### src/rtl/pxu_pkg.sv
package pxu_pkg;
  parameter int PXU_PAGE_W  = 6;
  parameter int PXU_OFFS_W  = 10;
  parameter int PXU_FRAME_W = 6;

  typedef enum logic [1:0] {
    RES_IDLE  = 2'd0,
    RES_HIT   = 2'd1,
    RES_FAULT = 2'd2
  } xlt_res_e;
endpackage

### src/rtl/pxu_page_table.sv
module pxu_page_table #(
  parameter int PAGE_W  = 6,
  parameter int FRAME_W = 6
) (
  input  logic               clk,
  input  logic               rst_n,
  input  logic               wr_en,
  input  logic [PAGE_W-1:0]  wr_page,
  input  logic [FRAME_W-1:0] wr_frame,
  input  logic               wr_resident,
  input  logic [PAGE_W-1:0]  rd_page,
  output logic               rd_resident,
  output logic [FRAME_W-1:0] rd_frame
);
  localparam int NPAGES = 1 << PAGE_W;

  logic               res_q [NPAGES];
  logic [FRAME_W-1:0] frm_q [NPAGES];

  for (genvar p = 0; p < NPAGES; p++) begin : g_entry
    logic sel;
    assign sel = wr_en && (wr_page == PAGE_W'(p));

    always_ff @(posedge clk or negedge rst_n) begin
      if (!rst_n)   res_q[p] <= 1'b0;
      else if (sel) res_q[p] <= wr_resident;
    end

    always_ff @(posedge clk) begin
      if (sel) frm_q[p] <= wr_frame;
    end
  end

  assign rd_resident = res_q[rd_page];
  assign rd_frame    = frm_q[rd_page];
endmodule

### src/rtl/pxu_dirty_track.sv
module pxu_dirty_track #(
  parameter int FRAME_W = 6
) (
  input  logic                      clk,
  input  logic                      rst_n,
  input  logic                      set_en,
  input  logic [FRAME_W-1:0]        set_frame,
  input  logic                      clr_en,
  input  logic [FRAME_W-1:0]        clr_frame,
  output logic [(1<<FRAME_W)-1:0]   dirty
);
  localparam int NFRAMES = 1 << FRAME_W;

  logic [NFRAMES-1:0] dirty_q, dirty_n;

  always_comb begin
    dirty_n = dirty_q;
    if (set_en) dirty_n[set_frame] = 1'b1;
    if (clr_en) dirty_n[clr_frame] = 1'b0;
  end

  always_ff @(posedge clk or negedge rst_n) begin
    if (!rst_n) dirty_q <= '0;
    else        dirty_q <= dirty_n;
  end

  assign dirty = dirty_q;
endmodule

### src/rtl/pxu_xlate_stage.sv
module pxu_xlate_stage
  import pxu_pkg::*;
#(
  parameter int OFFS_W  = 10,
  parameter int FRAME_W = 6
) (
  input  logic                       clk,
  input  logic                       rst_n,
  input  logic                       req,
  input  logic                       hit,
  input  logic [FRAME_W-1:0]         frame,
  input  logic [OFFS_W-1:0]          offset,
  output logic                       ok,
  output logic                       fault,
  output logic [FRAME_W+OFFS_W-1:0]  paddr
);
  localparam int PA_W = FRAME_W + OFFS_W;

  xlt_res_e        res_q, res_n;
  logic [PA_W-1:0] pa_q, pa_n;
  logic            pa_en;

  always_comb begin
    res_n = RES_IDLE;
    pa_n  = '0;
    pa_en = req;
    if (req) begin
      res_n = hit ? RES_HIT : RES_FAULT;
      pa_n  = hit ? {frame, offset} : '0;
    end
  end

  always_ff @(posedge clk or negedge rst_n) begin
    if (!rst_n) res_q <= RES_IDLE;
    else        res_q <= res_n;
  end

  always_ff @(posedge clk or negedge rst_n) begin
    if (!rst_n)     pa_q <= '0;
    else if (pa_en) pa_q <= pa_n;
  end

  assign ok    = (res_q == RES_HIT);
  assign fault = (res_q == RES_FAULT);
  assign paddr = pa_q;
endmodule

### src/rtl/paged_xlate_unit.sv
module paged_xlate_unit
  import pxu_pkg::*;
#(
  parameter int PAGE_W  = PXU_PAGE_W,
  parameter int OFFS_W  = PXU_OFFS_W,
  parameter int FRAME_W = PXU_FRAME_W,
  localparam int LA_W    = PAGE_W + OFFS_W,
  localparam int PA_W    = FRAME_W + OFFS_W,
  localparam int NFRAMES = 1 << FRAME_W
) (
  input  logic               clk,
  input  logic               rst_n,
  input  logic               lk_req,
  input  logic [LA_W-1:0]    lk_addr,
  input  logic               lk_store,
  input  logic               tw_en,
  input  logic [PAGE_W-1:0]  tw_page,
  input  logic [FRAME_W-1:0] tw_frame,
  input  logic               tw_resident,
  output logic               xlt_ok,
  output logic               xlt_fault,
  output logic [PA_W-1:0]    xlt_paddr,
  output logic [NFRAMES-1:0] frame_dirty
);
  logic [PAGE_W-1:0]  lk_page;
  logic [OFFS_W-1:0]  lk_offs;
  logic               pt_resident;
  logic [FRAME_W-1:0] pt_frame;
  logic               store_hit;

  assign lk_page = lk_addr[LA_W-1:OFFS_W];
  assign lk_offs = lk_addr[OFFS_W-1:0];

  pxu_page_table #(.PAGE_W(PAGE_W), .FRAME_W(FRAME_W)) u_table (
    .clk         (clk),
    .rst_n       (rst_n),
    .wr_en       (tw_en),
    .wr_page     (tw_page),
    .wr_frame    (tw_frame),
    .wr_resident (tw_resident),
    .rd_page     (lk_page),
    .rd_resident (pt_resident),
    .rd_frame    (pt_frame)
  );

  assign store_hit = lk_req && lk_store && pt_resident;

  pxu_dirty_track #(.FRAME_W(FRAME_W)) u_dirty (
    .clk       (clk),
    .rst_n     (rst_n),
    .set_en    (store_hit),
    .set_frame (pt_frame),
    .clr_en    (tw_en && tw_resident),
    .clr_frame (tw_frame),
    .dirty     (frame_dirty)
  );

  pxu_xlate_stage #(.OFFS_W(OFFS_W), .FRAME_W(FRAME_W)) u_stage (
    .clk    (clk),
    .rst_n  (rst_n),
    .req    (lk_req),
    .hit    (pt_resident),
    .frame  (pt_frame),
    .offset (lk_offs),
    .ok     (xlt_ok),
    .fault  (xlt_fault),
    .paddr  (xlt_paddr)
  );
endmodule

### config.mk
export PLATFORM = sky130hd
export DESIGN_NAME = paged_xlate_unit
export DESIGN_NICKNAME = d
export VERILOG_FILES = /design/src/rtl/pxu_pkg.sv /design/src/rtl/pxu_page_table.sv /design/src/rtl/pxu_dirty_track.sv /design/src/rtl/pxu_xlate_stage.sv /design/src/rtl/paged_xlate_unit.sv
export SDC_FILE = /design/constraint.sdc
export NUM_CORES = 1
export LEC_CHECK = 0
export BUFFER_PORTS_ARGS = -buffer_cell sky130_fd_sc_hd__buf_2
export CORE_AREA = 3 3 172 241
export DETAILED_ROUTE_END_ITERATION = 6
export DIE_AREA = 0 0 175 244
export MAX_ROUTING_LAYER = met4
export PLACE_DENSITY = 0.71
export REMOVE_ABC_BUFFERS = 1
export SYNTH_ARGS = -nofsm -noshare
export SYNTH_HDL_FRONTEND = slang
export SYNTH_HIERARCHICAL = 1
export SYNTH_SLANG_ARGS = --single-unit
### constraint.sdc
create_clock -name clk -period 3.1 [get_ports clk]
set_clock_uncertainty 0.1 [all_clocks]
set_input_delay 0.31 -clock clk [delete_from_list [all_inputs] [get_ports clk]]
set_output_delay 0.31 -clock clk [all_outputs]
set_load 0.02 [all_outputs]
==> impl.org <==
** Worst setup path
- For the worst setup path, the data arrival time is between 3000 and 4000 ps.
- For the worst flop-to-flop path, the logic depth is 8.
- On the worst path, the slowest cell contributes a delay of between 500 and 600 ps.
- Along the worst path, the maximum fanout reaches 9.
- Crit start category :: flip-flop
- Data on the critical path is required at its endpoint by around 3500 ps.
- Logic depth of the worst path, buffers included :: 8
- The critical path contains buffers and inverters numbering 0 combined.
- STA classifies the critical path endpoint as a flip-flop.
- Among cell families on the critical path, the largest total delay comes from multiplexers.
- In this run the critical register-to-register path is captured at u_dirty/dirty[21].
- Origin of the critical flop-to-flop path :: u_table/frm_q[38][1]
- Slack of the worst reg-to-reg path :: 70 ps
- Critical path's slowest cell :: mux4_1
- Type of the setup path with the least slack :: reg2reg
- The signal on the critical path passes through mux4_1 > mux4_2 > nor2_1 > a311oi_1 > a31o_1 > and4b_1 > a21oi_1 > a41oi_1.

** Timing
- At the pin with the least slew margin, the transition time is between 700 and 800 ps.
- Final period demand of the worst path :: 3034 ps
- Setup repair after global routing missed its margin :: yes
- The final critical path takes up between 90% and 100% of the cycle.
- Measured against its own limit, the worst slew margin works out to a little under half.
- Count of final hold-check violations :: 0
- F_max :: 329.6 MHz
- The max-slew violation count came to 0.
- Setup violations remaining at the end of the flow were counted as 0.

** Power
- Static leakage :: between 9 and 10 nW
- Peak supply drop :: between 0.5 and 0.6 mV
- Of the total power, registers draw between 50% and 60%.
- Combinational power share :: between 10% and 20%
- The clock network accounts for 37.7% of the total power.
- Sw power :: approximately 3.5 mW
- The internal power of the cells totals 11.81 mW.
- In this run switching power makes up 22.78% of total power.
- Pwr/cell area :: roughly 600 nW/um^2

** Route
- Wire per inst :: roughly 26 um
- The final layout contains routed wiring with a total length of between 50000 and 60000 um.
- Via count :: between 10000 and 15000
- For this run, design rule violations remaining after detail routing come to 0.
- In the routed layout, each cell is associated on average with a via count of ~6.2.
- The count of nets left with antenna violations once routing finished came out at 0.
- Drt pass-1 iters :: 5
- Iter 0 DRT Violations :: between 1000 and 1500

** Synth
- Avg Synthesized Cell Area :: ~18 sq um
- By area, the combinational part of the netlist is dominated by multiplexers.
- Of all flip-flops after synthesis, the portion carrying an async set or reset was between 20% and 30%.
- Post-synthesis sequential area ratio :: between 70% and 80%
- Yosys mapped a number of flops with a built-in enable equal to roughly 380.
- In the synthesized netlist, mux cells make up between 10% and 20% of the area.
- The synthesized netlist devotes 0% of its cell area to adder and majority cells.
- Of the total synthesized cell area, the portion taken by AND, OR, NAND and NOR gates is under 10%.
- Complex-gate fraction of the synthesized area :: slightly below 6%
- In this run, distinct cell masters in the synthesized netlist total 57.
- Post-synthesis register bit count :: between 500 and 600
- The synthesized netlist occupies a cell area of ~22000 sq um.
- Cells after Synth :: 1210
- For this run, the number of Yosys warnings is 6.
- XOR/XNOR Fraction of Synth Area :: 0%
- In the synthesized netlist the dominant register cell turns out to be edfxtp_1.

** Clock network
- Worst skew pair latency :: about 550 ps
- Total number of H-tree levels :: 2
- Clock-pin slew was measured on the worst setup and hold paths at 70 ps.
- The tree is rooted in a clkbuf_16.
- Number of buffers between clock root and the deepest sink :: 3
- TritonCTS built the clock tree.
- For this design, the sink count on the clock tree is 530.
- In this run, CTS created clock tree buffers numbering between 40 and 50.

** Floorplanning
- Area enclosed by the die boundary :: between 40000 and 50000 sq um
- approximately 120 I/O pins were placed.
- Starting utilization of the core area :: between 50% and 60%
- The die is between 200 and 250 um tall.
- The die is 175 um wide.
- Number of placement rows :: 86
- CORE AREA :: just under 40000 sq um

** Final layout
- In the final layout, the share of cells above drive strength 1 is 36.72%.
- Multi-input gate area :: ~6000 sq um
- Layout area overhead :: 17.74%
- The filler cells instantiated in the layout total around 2800.
- The finished layout holds just over 2000 standard cells, fillers aside.
- Registers take between 15000 and 20000 sq um.
- Final net count :: around 1500
- Area of all placed cells without fillers :: between 20000 and 30000 sq um

** Hold path
- The worst hold path terminates at u_stage/res_q[0].
- Start point of the worst hold path :: lk_req
- The path class of the tightest hold or removal check is in2reg.
- The worst hold path passes through 2 cells.

** Placed design
- Detailed placement finished with a half-perimeter wire length of around 35000 um.
- Port Buf Inserts :: ~120
- Placed cell areas :: 23650 sq um
- Placed cells :: 1934
- Final Wtd Congestion :: between 0.8 and 0.9

** GRT
- Vias in the first global route :: between 10000 and 15000
- Total global-route track usage :: between 20% and 30%
- The first global-routing pass estimated between 80000 and 90000 um of wire.
- Number of antenna violations at the first check in global routing :: 3
- For this run the aggregate overflow at the end of global routing stands at 0.
- Entering global routing, the biggest net connects 70 pins.

** Run
- Number of violations of the max-capacitance limit :: 0

** Outcome
- Status :: completed
-- cell usage in the layout (no fill, tap or decap), drive strengths merged, types with 3 or more instances in the layout --
cell,count
mux2i,23
o22a,3
dfrtp,146
nand2b,10
buf,274
and2,5
edfxtp,384
nor2,89
a22oi,5
bufinv,4
nor2b,16
o21ai,5
a31oi,16
nand2,19
and3,4
clkinv,11
o22ai,6
nor3b,8
o31ai,3
and3b,5
and4bb,4
a31o,5
inv,3
a22o,16
a2111oi,5
mux2,70
clkbuf,61
mux4,112
and4b,6
nor3,5
dlygate4sd3,11
a21oi,114
a41oi,6
nand3,16
o2111a,4
-- state kept, by name (all words and copies together) (netlist names) --
register	flops
u_stage/res_q	2
u_table/frm_q	384
u_dirty/dirty	64
u_stage/paddr	16
u_table/res_q	64
-- cell usage after synthesis, types with 4 or more instances --
cell | instances | area [sq um]
edfxtp_1 | 384 | 11530
dfrtp_1 | 146 | 3654
a21oi_1 | 114 | 570.6
mux4_2 | 98 | 2207
nor2_1 | 89 | 334.1
mux2_2 | 70 | 788.3
clkbuf_1 | 30 | 112.6
buf_2 | 23 | 115.1
mux2i_1 | 23 | 230.2
nand2_1 | 19 | 71.32
a22o_1 | 16 | 140.1
a31oi_1 | 16 | 100.1
nand3_1 | 16 | 80.08
nor2b_1 | 16 | 100.1
mux4_1 | 14 | 367.9
nand2b_1 | 10 | 62.56
buf_4 | 9 | 67.56
buf_6 | 9 | 101.4
a41oi_1 | 6 | 52.55
and4b_1 | 6 | 60.06
nor3b_2 | 6 | 75.07
o22ai_1 | 6 | 37.54
a2111oi_0 | 5 | 43.79
a22oi_1 | 5 | 37.54
and3b_1 | 5 | 43.79
o21ai_0 | 5 | 25.02
and2_1 | 4 | 25.02
and4bb_2 | 4 | 50.05
buf_1 | 4 | 15.01
o2111a_1 | 4 | 45.04
-- cell families after synthesis --
group,count (synthesis)
flip-flops,530
multiplexers,205
AO/OA/AOI/OAI,200
AND/OR/NAND/NOR,196
buffers and inverters,79
-- what timing repair did --
item,in CTS,in global routing
cloned,0,1
hold buffers,11,0
resized for setup,10,15
hold endpoints to repair,76,0
setup endpoints to repair,64,61
pin swaps,1,5
buffers inserted,0,0
-- worst max path at each step --
| stage | from | endpoint | slack [ps] |
|---|---|---|---|
| floorplan | u_table/frm_q[11][0] | u_dirty/dirty[20] | 330 |
| global placement | lk_addr[10] | u_dirty/dirty[31] | -710 |
| detailed placement | lk_addr[10] | u_dirty/dirty[31] | -710 |
| CTS | u_table/frm_q[49][4] | u_dirty/dirty[31] | 5 |
| global route | u_table/frm_q[3][5] | u_dirty/dirty[6] | -2 |
| finish | u_table/frm_q[38][1] | u_dirty/dirty[21] | 70 |
-- power groups by stage --
stage | Sequential (mW) | Clock [mW] | Combinational [mW]
4_1_cts | 8.00 | 5.86 | 1.51
6_report | 8.01 | 5.77 | 1.53
2_1_floorplan | 8.25 | 0 | 0.597
5_1_grt | 8.03 | 6.13 | 1.62
3_5_place_dp | 8.15 | 0 | 1.48
3_3_place_gp | 8.13 | 0 | 1.45
-- metrics by stage --
stage / util [%] / hold WS (ps) / setup slack, ps / total power [mW] / TNS [ps]
final: 64.46 / 82.08 / 66.25 / 15.30 / 0
after global placement: 60.06 / 265.9 / -710.6 / 9.583 / -40840
after CTS: 64.27 / 28.27 / 4.846 / 15.37 / 0
after detailed placement: 60.06 / 272.0 / -710.7 / 9.626 / -39810
after global routing: 64.46 / 75.48 / -2.425 / 15.78 / -2.425
after floorplan: - / -85.59 / 331.9 / 8.844 / 0
-- layer usage --
metal | GRT usage (%) | wire, um | vias to the layer above
met4 | 11.01 | 2488 | 0
met1 | 31.79 | 19680 | 6521
met3 | 3.324 | 3255 | 134
met2 | 44.00 | 27740 | 556
met5 | - | 0 | -
li1 | - | - | 5343
-- cell type report --
class / instances / share of cell area [%]
antenna: 2 / 0.01971
inverter: 1 / 0.01479
multi-input combinational: 602 / 23.72
timing repair buffer: 285 / 7.856
clock inverter: 19 / 0.8181
clock buffer: 61 / 5.160
tap: 528 / 2.602
sequential: 530 / 59.81
(Power assumes the default switching activity.)
